[config.mk]
export PLATFORM = sky130hd
export DESIGN_NAME = rxd_autodma
export DESIGN_NICKNAME = d
export VERILOG_FILES = /design/src/rtl/rxd_pkg.sv /design/src/rtl/rxd_desc_fifo.sv /design/src/rtl/rxd_space_acct.sv /design/src/rtl/rxd_switch_ctrl.sv /design/src/rtl/rxd_dma_status.sv /design/src/rtl/rxd_autodma.sv
export SDC_FILE = /design/constraint.sdc
export NUM_CORES = 1
export LEC_CHECK = 0
export CORE_MARGIN = 2
export CORE_UTILIZATION = 64
export DETAILED_ROUTE_END_ITERATION = 6
export DONT_BUFFER_PORTS = 1
export GPL_TIMING_DRIVEN = 0
export PLACE_DENSITY_LB_ADDON = 0.3
export REMOVE_ABC_BUFFERS = 1
export SYNTH_ARGS = -nofsm -noshare
export SYNTH_HDL_FRONTEND = slang
export SYNTH_SLANG_ARGS = --single-unit
[constraint.sdc]
create_clock -name clk -period 7.6 [get_ports clk]
set_input_delay 0.76 -clock clk [delete_from_list [all_inputs] [get_ports clk]]
set_output_delay 0.76 -clock clk [all_outputs]
set_load 0.005 [all_outputs]
[src/rtl/rxd_pkg.sv]
package rxd_pkg;
  typedef enum logic [1:0] {
    RES_NONE = 2'b00,
    RES_BUF  = 2'b01,
    RES_DROP = 2'b10
  } res_e;
endpackage

[src/rtl/rxd_desc_fifo.sv]
module rxd_desc_fifo #(
  parameter int DEPTH = 8,
  parameter int AW    = 12,
  parameter int LW    = AW + 1
) (
  input  logic          clk,
  input  logic          rst_n,
  input  logic          push,
  input  logic [AW-1:0] push_sof,
  input  logic [LW-1:0] push_len,
  input  logic          pop,
  output logic [AW-1:0] head_sof,
  output logic [LW-1:0] head_len,
  output logic          empty,
  output logic          full
);
  localparam int PW = (DEPTH > 1) ? $clog2(DEPTH) : 1;
  localparam int CW = PW + 1;

  logic [AW-1:0] sof_mem [DEPTH];
  logic [LW-1:0] len_mem [DEPTH];
  logic [PW-1:0] rd_ptr, wr_ptr;
  logic [CW-1:0] count;

  assign empty    = (count == '0);
  assign full     = (count == CW'(DEPTH));
  assign head_sof = sof_mem[rd_ptr];
  assign head_len = len_mem[rd_ptr];

  function automatic logic [PW-1:0] bump(input logic [PW-1:0] p);
    return (p == PW'(DEPTH - 1)) ? '0 : p + 1'b1;
  endfunction

  always_ff @(posedge clk or negedge rst_n) begin
    if (!rst_n) begin
      rd_ptr <= '0;
      wr_ptr <= '0;
      count  <= '0;
    end else begin
      if (push && !full) wr_ptr <= bump(wr_ptr);
      if (pop && !empty) rd_ptr <= bump(rd_ptr);
      case ({push && !full, pop && !empty})
        2'b10:   count <= count + 1'b1;
        2'b01:   count <= count - 1'b1;
        default: count <= count;
      endcase
    end
  end

  for (genvar i = 0; i < DEPTH; i++) begin : g_slot
    always_ff @(posedge clk or negedge rst_n) begin
      if (!rst_n) begin
        sof_mem[i] <= '0;
        len_mem[i] <= '0;
      end else if (push && !full && wr_ptr == PW'(i)) begin
        sof_mem[i] <= push_sof;
        len_mem[i] <= push_len;
      end
    end
  end
endmodule

[src/rtl/rxd_space_acct.sv]
module rxd_space_acct #(
  parameter int AW = 12,
  parameter int LW = AW + 1
) (
  input  logic          clk,
  input  logic          rst_n,
  input  logic          alloc,
  input  logic [LW-1:0] alloc_len,
  input  logic          release_en,
  input  logic [LW-1:0] release_len,
  output logic [AW-1:0] wr_off,
  output logic [LW-1:0] free_bytes
);
  localparam logic [LW-1:0] CAP = {1'b1, {AW{1'b0}}};

  logic [LW-1:0] used;

  assign free_bytes = CAP - used;

  always_ff @(posedge clk or negedge rst_n) begin
    if (!rst_n) begin
      used   <= '0;
      wr_off <= '0;
    end else begin
      if (alloc) wr_off <= wr_off + alloc_len[AW-1:0];
      case ({alloc, release_en})
        2'b10:   used <= used + alloc_len;
        2'b01:   used <= used - release_len;
        2'b11:   used <= used + alloc_len - release_len;
        default: used <= used;
      endcase
    end
  end
endmodule

[src/rtl/rxd_switch_ctrl.sv]
module rxd_switch_ctrl #(
  parameter int AW = 12,
  parameter int LW = AW + 1
) (
  input  logic          clk,
  input  logic          rst_n,
  input  logic          cfg_dma_only,
  input  logic          cfg_auto,
  input  logic          arr_valid,
  input  logic          arr_da_pass,
  input  logic [LW-1:0] arr_len,
  input  logic [LW-1:0] free_bytes,
  input  logic          q_full,
  input  logic          q_empty,
  input  logic          host_commit,
  output logic          arr_ready,
  output logic          take_buf,
  output logic          take_drop,
  output logic          mode_dma,
  output logic          auto_on,
  output logic          isq_flush
);
  localparam logic [LW-1:0] CAP = {1'b1, {AW{1'b0}}};

  logic too_big, fits, wait_space, trigger, auto_q, mode_prev_q;

  assign too_big = (arr_len > CAP);
  assign fits    = !too_big && !q_full && (arr_len <= free_bytes);

  always_comb begin
    wait_space = 1'b0;
    take_drop  = 1'b0;
    if (too_big) begin
      take_drop = 1'b1;
    end else if (!fits) begin
      if (cfg_dma_only)                wait_space = 1'b1;
      else if (cfg_auto || auto_q)     wait_space = arr_da_pass;
      else                             wait_space = 1'b0;
      take_drop = !wait_space;
    end
  end

  assign take_buf  = fits;
  assign arr_ready = take_buf | take_drop;

  assign trigger = arr_valid && !fits && !too_big && !cfg_dma_only &&
                   cfg_auto && arr_da_pass && !auto_q && !q_empty && !host_commit;

  always_ff @(posedge clk or negedge rst_n) begin
    if (!rst_n) begin
      auto_q      <= 1'b0;
      mode_prev_q <= 1'b0;
    end else begin
      if (trigger)      auto_q <= 1'b1;
      else if (q_empty) auto_q <= 1'b0;
      mode_prev_q <= mode_dma;
    end
  end

  assign auto_on   = auto_q;
  assign mode_dma  = cfg_dma_only | auto_q;
  assign isq_flush = mode_dma & ~mode_prev_q;
endmodule

[src/rtl/rxd_dma_status.sv]
module rxd_dma_status #(
  parameter int AW    = 12,
  parameter int LW    = AW + 1,
  parameter int CNT_W = 8
) (
  input  logic             clk,
  input  logic             rst_n,
  input  logic             mode_dma,
  input  logic             q_empty,
  input  logic             host_commit,
  input  logic [AW-1:0]    head_sof,
  input  logic [LW-1:0]    head_len,
  input  logic             dma_req_ready,
  input  logic             dma_done,
  input  logic             stat_rd,
  input  logic             cfg_irq_en,
  output logic             dma_req_valid,
  output logic [AW-1:0]    dma_req_sof,
  output logic [LW-1:0]    dma_req_len,
  output logic             inflight,
  output logic             frame_out,
  output logic             stat_dma_frame,
  output logic [AW-1:0]    stat_sof,
  output logic [LW-1:0]    stat_bytes,
  output logic [CNT_W-1:0] stat_frame_cnt,
  output logic             irq
);
  localparam logic [CNT_W-1:0] CNT_MAX = '1;

  logic inflight_q;

  assign inflight      = inflight_q;
  assign dma_req_valid = mode_dma && !q_empty && !host_commit && !inflight_q;
  assign dma_req_sof   = head_sof;
  assign dma_req_len   = head_len;
  assign frame_out     = dma_done && inflight_q;
  assign irq           = stat_dma_frame && cfg_irq_en;

  always_ff @(posedge clk or negedge rst_n) begin
    if (!rst_n) begin
      inflight_q     <= 1'b0;
      stat_dma_frame <= 1'b0;
      stat_sof       <= '0;
      stat_bytes     <= '0;
      stat_frame_cnt <= '0;
    end else begin
      if (dma_req_valid && dma_req_ready) inflight_q <= 1'b1;
      else if (frame_out)                 inflight_q <= 1'b0;

      if (frame_out) begin
        stat_sof       <= head_sof;
        stat_bytes     <= head_len;
        stat_dma_frame <= 1'b1;
        if (stat_rd)                       stat_frame_cnt <= CNT_W'(1);
        else if (stat_frame_cnt != CNT_MAX) stat_frame_cnt <= stat_frame_cnt + 1'b1;
      end else if (stat_rd) begin
        stat_dma_frame <= 1'b0;
        stat_frame_cnt <= '0;
      end
    end
  end
endmodule

[src/rtl/rxd_autodma.sv]
module rxd_autodma
  import rxd_pkg::*;
#(
  parameter int ADDR_W = 12,
  parameter int QDEPTH = 8,
  parameter int CNT_W  = 8
) (
  input  logic              clk,
  input  logic              rst_n,
  input  logic              cfg_dma_only,
  input  logic              cfg_auto,
  input  logic              cfg_irq_en,
  input  logic              arr_valid,
  output logic              arr_ready,
  input  logic              arr_da_pass,
  input  logic [ADDR_W:0]   arr_len,
  output logic              res_valid,
  output logic [1:0]        res_code,
  input  logic              host_commit,
  input  logic              host_pop,
  output logic              dma_req_valid,
  input  logic              dma_req_ready,
  output logic [ADDR_W-1:0] dma_req_sof,
  output logic [ADDR_W:0]   dma_req_len,
  input  logic              dma_done,
  output logic              isq_flush,
  input  logic              stat_rd,
  output logic              stat_dma_frame,
  output logic [ADDR_W-1:0] stat_sof,
  output logic [ADDR_W:0]   stat_bytes,
  output logic [CNT_W-1:0]  stat_frame_cnt,
  output logic              irq
);
  localparam int LW = ADDR_W + 1;

  logic              take_buf, take_drop, mode_dma, auto_on;
  logic              q_empty, q_full, inflight, frame_out;
  logic              push, pop;
  logic [ADDR_W-1:0] head_sof, wr_off;
  logic [LW-1:0]     head_len, free_bytes;

  assign push = arr_valid && take_buf;
  assign pop  = frame_out || (host_pop && !inflight && !q_empty);

  rxd_switch_ctrl #(.AW(ADDR_W), .LW(LW)) u_ctrl (
    .clk         (clk),
    .rst_n       (rst_n),
    .cfg_dma_only(cfg_dma_only),
    .cfg_auto    (cfg_auto),
    .arr_valid   (arr_valid),
    .arr_da_pass (arr_da_pass),
    .arr_len     (arr_len),
    .free_bytes  (free_bytes),
    .q_full      (q_full),
    .q_empty     (q_empty),
    .host_commit (host_commit),
    .arr_ready   (arr_ready),
    .take_buf    (take_buf),
    .take_drop   (take_drop),
    .mode_dma    (mode_dma),
    .auto_on     (auto_on),
    .isq_flush   (isq_flush)
  );

  rxd_desc_fifo #(.DEPTH(QDEPTH), .AW(ADDR_W), .LW(LW)) u_queue (
    .clk     (clk),
    .rst_n   (rst_n),
    .push    (push),
    .push_sof(wr_off),
    .push_len(arr_len),
    .pop     (pop),
    .head_sof(head_sof),
    .head_len(head_len),
    .empty   (q_empty),
    .full    (q_full)
  );

  rxd_space_acct #(.AW(ADDR_W), .LW(LW)) u_space (
    .clk        (clk),
    .rst_n      (rst_n),
    .alloc      (push),
    .alloc_len  (arr_len),
    .release_en (pop),
    .release_len(head_len),
    .wr_off     (wr_off),
    .free_bytes (free_bytes)
  );

  rxd_dma_status #(.AW(ADDR_W), .LW(LW), .CNT_W(CNT_W)) u_stat (
    .clk           (clk),
    .rst_n         (rst_n),
    .mode_dma      (mode_dma),
    .q_empty       (q_empty),
    .host_commit   (host_commit),
    .head_sof      (head_sof),
    .head_len      (head_len),
    .dma_req_ready (dma_req_ready),
    .dma_done      (dma_done),
    .stat_rd       (stat_rd),
    .cfg_irq_en    (cfg_irq_en),
    .dma_req_valid (dma_req_valid),
    .dma_req_sof   (dma_req_sof),
    .dma_req_len   (dma_req_len),
    .inflight      (inflight),
    .frame_out     (frame_out),
    .stat_dma_frame(stat_dma_frame),
    .stat_sof      (stat_sof),
    .stat_bytes    (stat_bytes),
    .stat_frame_cnt(stat_frame_cnt),
    .irq           (irq)
  );

  always_ff @(posedge clk or negedge rst_n) begin
    if (!rst_n) begin
      res_valid <= 1'b0;
      res_code  <= RES_NONE;
    end else begin
      res_valid <= arr_valid && arr_ready;
      if (arr_valid && arr_ready) res_code <= take_buf ? RES_BUF : RES_DROP;
    end
  end
endmodule

==> impl_metrics.json <==
{
  "status": "finished, final reports clean",
  "dp_slack_ps": 11.1,
  "drcViolationCount": 0,
  "arrival_ps": 7500,
  "cts_buffers": 29,
  "swShare_pct": 36.1,
  "hold_path_class": "input port to async pin",
  "wl_met1_mm": 14.0,
  "setup_tns_ps": 0,
  "grt_pass1_vias": 9243,
  "gp_congestion": 0.834,
  "clkPwrFrac_pct": 19.2,
  "cts_setup_buffers": 0,
  "combPwrFrac_pct": 45.1,
  "report.final.slew_viol_count": 0,
  "htree_num_levels": 1,
  "track_usage_pct": 26.2,
  "grt_max_degree": 276,
  "synth_cells": 1134,
  "cts.sinks": 275,
  "wl_met2_mm": 14.8,
  "layout-drive-gt1-share_pct": 30.0,
  "synthArstFlopShare_pct": 100,
  "drtPass1Iterations": 4,
  "r2r-start": "u_space.used[2]$_DFFE_PN0P_",
  "setup_viol": 0,
  "io_buffers": 0,
  "wire_per_inst_um": 21.9,
  "fin_skew_ps": 16.0,
  "rows": 55,
  "min_period_ps": 7040,
  "ys.flop_type": "dfrtp_1",
  "r2r_cells": 25,
  "core-area_um2": 22700,
  "rrSetupSlack_ps": 560,
  "maxCapViolCount": 0,
  "irDropWorstVdd_mv": 0.259,
  "path_clk_slew_ps": 70,
  "leakage_nw": 7.84,
  "synth_enable_flop_cells": 0,
  "crit_type": "flop to flop",
  "netlist_area_um2": 14900,
  "dr.first_iter.drc_count": 463,
  "grt_antenna_before_repair": 0,
  "fmax_mhz": 142,
  "wirelength_mm": 31.1,
  "ant_nets": 0,
  "dieArea_um2": 24500,
  "rsz0062_at_grt": "no",
  "cts_tree": "built",
  "maxUsedRoutingLayer": "met4",
  "worstSetupEndpointType": "flop",
  "die_y_um": 156,
  "yosys.cell_types.count": 53,
  "initial_utilization_pct": 65.4,
  "hold_viol": 0,
  "diodes": 0,
  "p_int_mw": 4.67,
  "avgSynthCellArea_um2": 13.1,
  "ios": 91,
  "root_buffer": "clkbuf_16",
  "power_density_nw_per_um2": 457,
  "clock_latency_ps": 550,
  "slew_headroom_pct": 27.7,
  "crit_start": "u_space.used[2]$_DFFE_PN0P_",
  "switching_power_mw": 2.63,
  "vias": 8837,
  "cts.path.max_buffers": 3,
  "pwr-share-seq_pct": 35.7,
  "cp_max_fo": 15,
  "yosysSeqAreaShare_pct": 46.3,
  "final_nets": 1203,
  "min_period_over_period_pct": 92.6,
  "crit_path_end": "u_space.used[12]$_DFFE_PN0P_",
  "ys_warn_count": 0,
  "hpwl_mm": 18.5,
  "worst_pin_slew_ps": 1090,
  "layout_setup_ws_ps": 562,
  "start_kind": "flop",
  "synthToLayoutAreaGrowth_pct": 7.49,
  "grt_pass1_wl_mm": 50.1,
  "ys_seq_elements": 275,
  "crit_required_ps": 8070,
  "viasPerCell": 6.22,
  "r2r_end": "u_space.used[12]$_DFFE_PN0P_",
  "die_w_um": 156,
  "dr_wl_met3_mm": 1.33,
  "overflow": 0
}
[logic make-up (layout without fill, tap and decap cells)]
kind of cell | Yosys count | count (layout) | synth area share [%]
adder cells (fa/ha/maj) | 65 | 65 | 5.67
buffers and inverters | 98 | 98 | 3.33
AND/OR/NAND/NOR | 218 | 219 | 7.27
XOR/XNOR | 47 | 47 | 2.77
flip-flops | 275 | 275 | 46.3
multiplexers | 301 | 301 | 29.4
AO/OA/AOI/OAI | 130 | 130 | 5.22
[worst max-delay path: stages (launching register included)]
cell and delay, ps:
dfrtp_1 460, or3_1 450, nor3_1 220, nand2_1 170, nor4_1 250, xor2_1 180
ha_1 260, a21o_1 180, a21o_1 160, a21oi_1 170, o21ai_1 120, o21ai_1 360
and2_4 490, nand2b_2 310, a21oi_1 240, ha_1 200, inv_1 60, fa_1 430
a211oi_1 260, nor2_1 120, o41ai_1 520, o22ai_1 280, o41ai_1 420, mux2i_1 260
xor2_1 200, xnor2_1 140
[metal layers]
metal,GRT usage [%],vias up
met5,0,-
met4,8.21,0
met3,3.88,68
met2,42.1,199
met1,37.2,4535
li1,-,4035
[power groups by stage]
| stage | sequential [mW] | clock (mW) | combinational, mW |
|---|---|---|---|
| CTS | 2.60 | 1.43 | 3.30 |
| floorplan | 2.49 | 0 | 2.62 |
| finish | 2.61 | 1.40 | 3.29 |
| global placement | 2.67 | 0 | 3.02 |
| global route | 2.68 | 1.48 | 3.63 |
| detailed placement | 2.61 | 0 | 3.23 |
[area by class of cell]
type | instances | area (um^2)
Clock buffer | 40 | 817
Clock inverter | 13 | 128
Fill cell | 1584 | 6740
Inverter | 40 | 154
Multi-Input combinational cell | 762 | 7500
Sequential cell | 275 | 6890
Tap cell | 285 | 357
Timing Repair Buffer | 5 | 130
[flip-flops by register name (all words and copies together) (netlist names)]
register	cells
res_code	2
res_valid	1
u_ctrl.auto_on	1
u_ctrl.mode_prev_q	1
u_queue.count	4
u_queue.len_mem	104
u_queue.rd_ptr	3
u_queue.sof_mem	96
u_queue.wr_ptr	3
u_space.used	13
u_space.wr_off	12
u_stat.inflight	1
u_stat.stat_bytes	13
u_stat.stat_dma_frame	1
u_stat.stat_frame_cnt	8
u_stat.stat_sof	12
[placed cells by master, fill, tap and decap left out, types with 4 or more instances in the layout]
cell | Yosys | final
and2_1 | 4 | 4
a31oi_1 | 5 | 5
mux2_4 | 120 | 120
nand2_1 | 90 | 89
nand4_1 | 4 | 4
nor2_1 | 49 | 49
xor2_1 | 25 | 25
nor3_1 | 13 | 13
clkbuf_8 | 0 | 5
ha_1 | 61 | 61
xnor2_1 | 22 | 22
a21o_1 | 13 | 13
mux2i_1 | 25 | 25
nor4_1 | 6 | 6
or3_1 | 5 | 5
mux2_2 | 98 | 98
inv_1 | 40 | 39
fa_1 | 4 | 4
o21a_1 | 6 | 6
nor2b_1 | 4 | 4
nand2b_1 | 14 | 13
mux2_1 | 8 | 8
buf_16 | 0 | 4
o31ai_1 | 4 | 4
dfrtp_1 | 275 | 272
a21oi_1 | 34 | 33
o41ai_1 | 4 | 4
and3_1 | 10 | 10
o21ai_0 | 50 | 50
nand3_4 | 6 | 6
clkbuf_1 | 20 | 6
nand3_1 | 4 | 4
clkbuf_16 | 0 | 29
clkinv_2 | 0 | 7
mux4_2 | 50 | 50
[metrics by stage]
| stage | cells | util, % | power [mW] | hold WS, ps | cell area [um^2] |
|---|---|---|---|---|---|
| finish | 1420 | 70.3 | 7.30 | 123 | 16000 |
| global route | 1420 | 70.3 | 7.80 | 192 | 16000 |
| CTS | 1418 | 70.2 | 7.33 | 256 | 15900 |
| detailed placement | 1364 | 65.9 | 5.84 | 471 | 15000 |
| global placement | 1361 | 65.5 | 5.69 | 470 | 14900 |
| floorplan | 1076 | - | 5.10 | 459 | 14500 |
[synthesized netlist by cell type, types with 15 or more instances]
library cell	count	area, um^2
nand2_1	90	338
xnor2_1	22	193
ha_1	61	763
mux2_4	120	1800
inv_1	40	150
xor2_1	25	219
a21oi_1	34	170
buf_2	15	75.1
dfrtp_1	275	6880
clkbuf_1	20	75.1
mux2_2	98	1100
o21ai_0	50	250
mux2i_1	25	250
nor2_1	49	184
mux4_2	50	1130
[repair_timing]
action / 4_1_cts / 5_1_grt
gates cloned: 0 / 1
hold buffers: 1 / 0
pin swaps: 0 / 1
endpoints found under the setup margin: 1 / 1
hold endpoints to repair: 275 / 0
gates resized for setup: 1 / 2
[worst min path at each step]
| stage | end | cells past startpoint |
|---|---|---|
| final | u_stat.stat_sof[2]$_DFFE_PN0P_ | 1 |
| after global placement | u_stat.stat_sof[2]$_DFFE_PN0P_ | 0 |
| after detailed placement | u_queue.sof_mem[14]$_DFFE_PN0P_ | 0 |
| after CTS | u_stat.stat_frame_cnt[5]$_DFFE_PN0P_ | 1 |
| after global routing | u_stat.stat_sof[2]$_DFFE_PN0P_ | 1 |
| after floorplan | res_code[0]$_DFFE_PN0P_ | 0 |
Note: power is estimated with default switching activity, not from simulation.
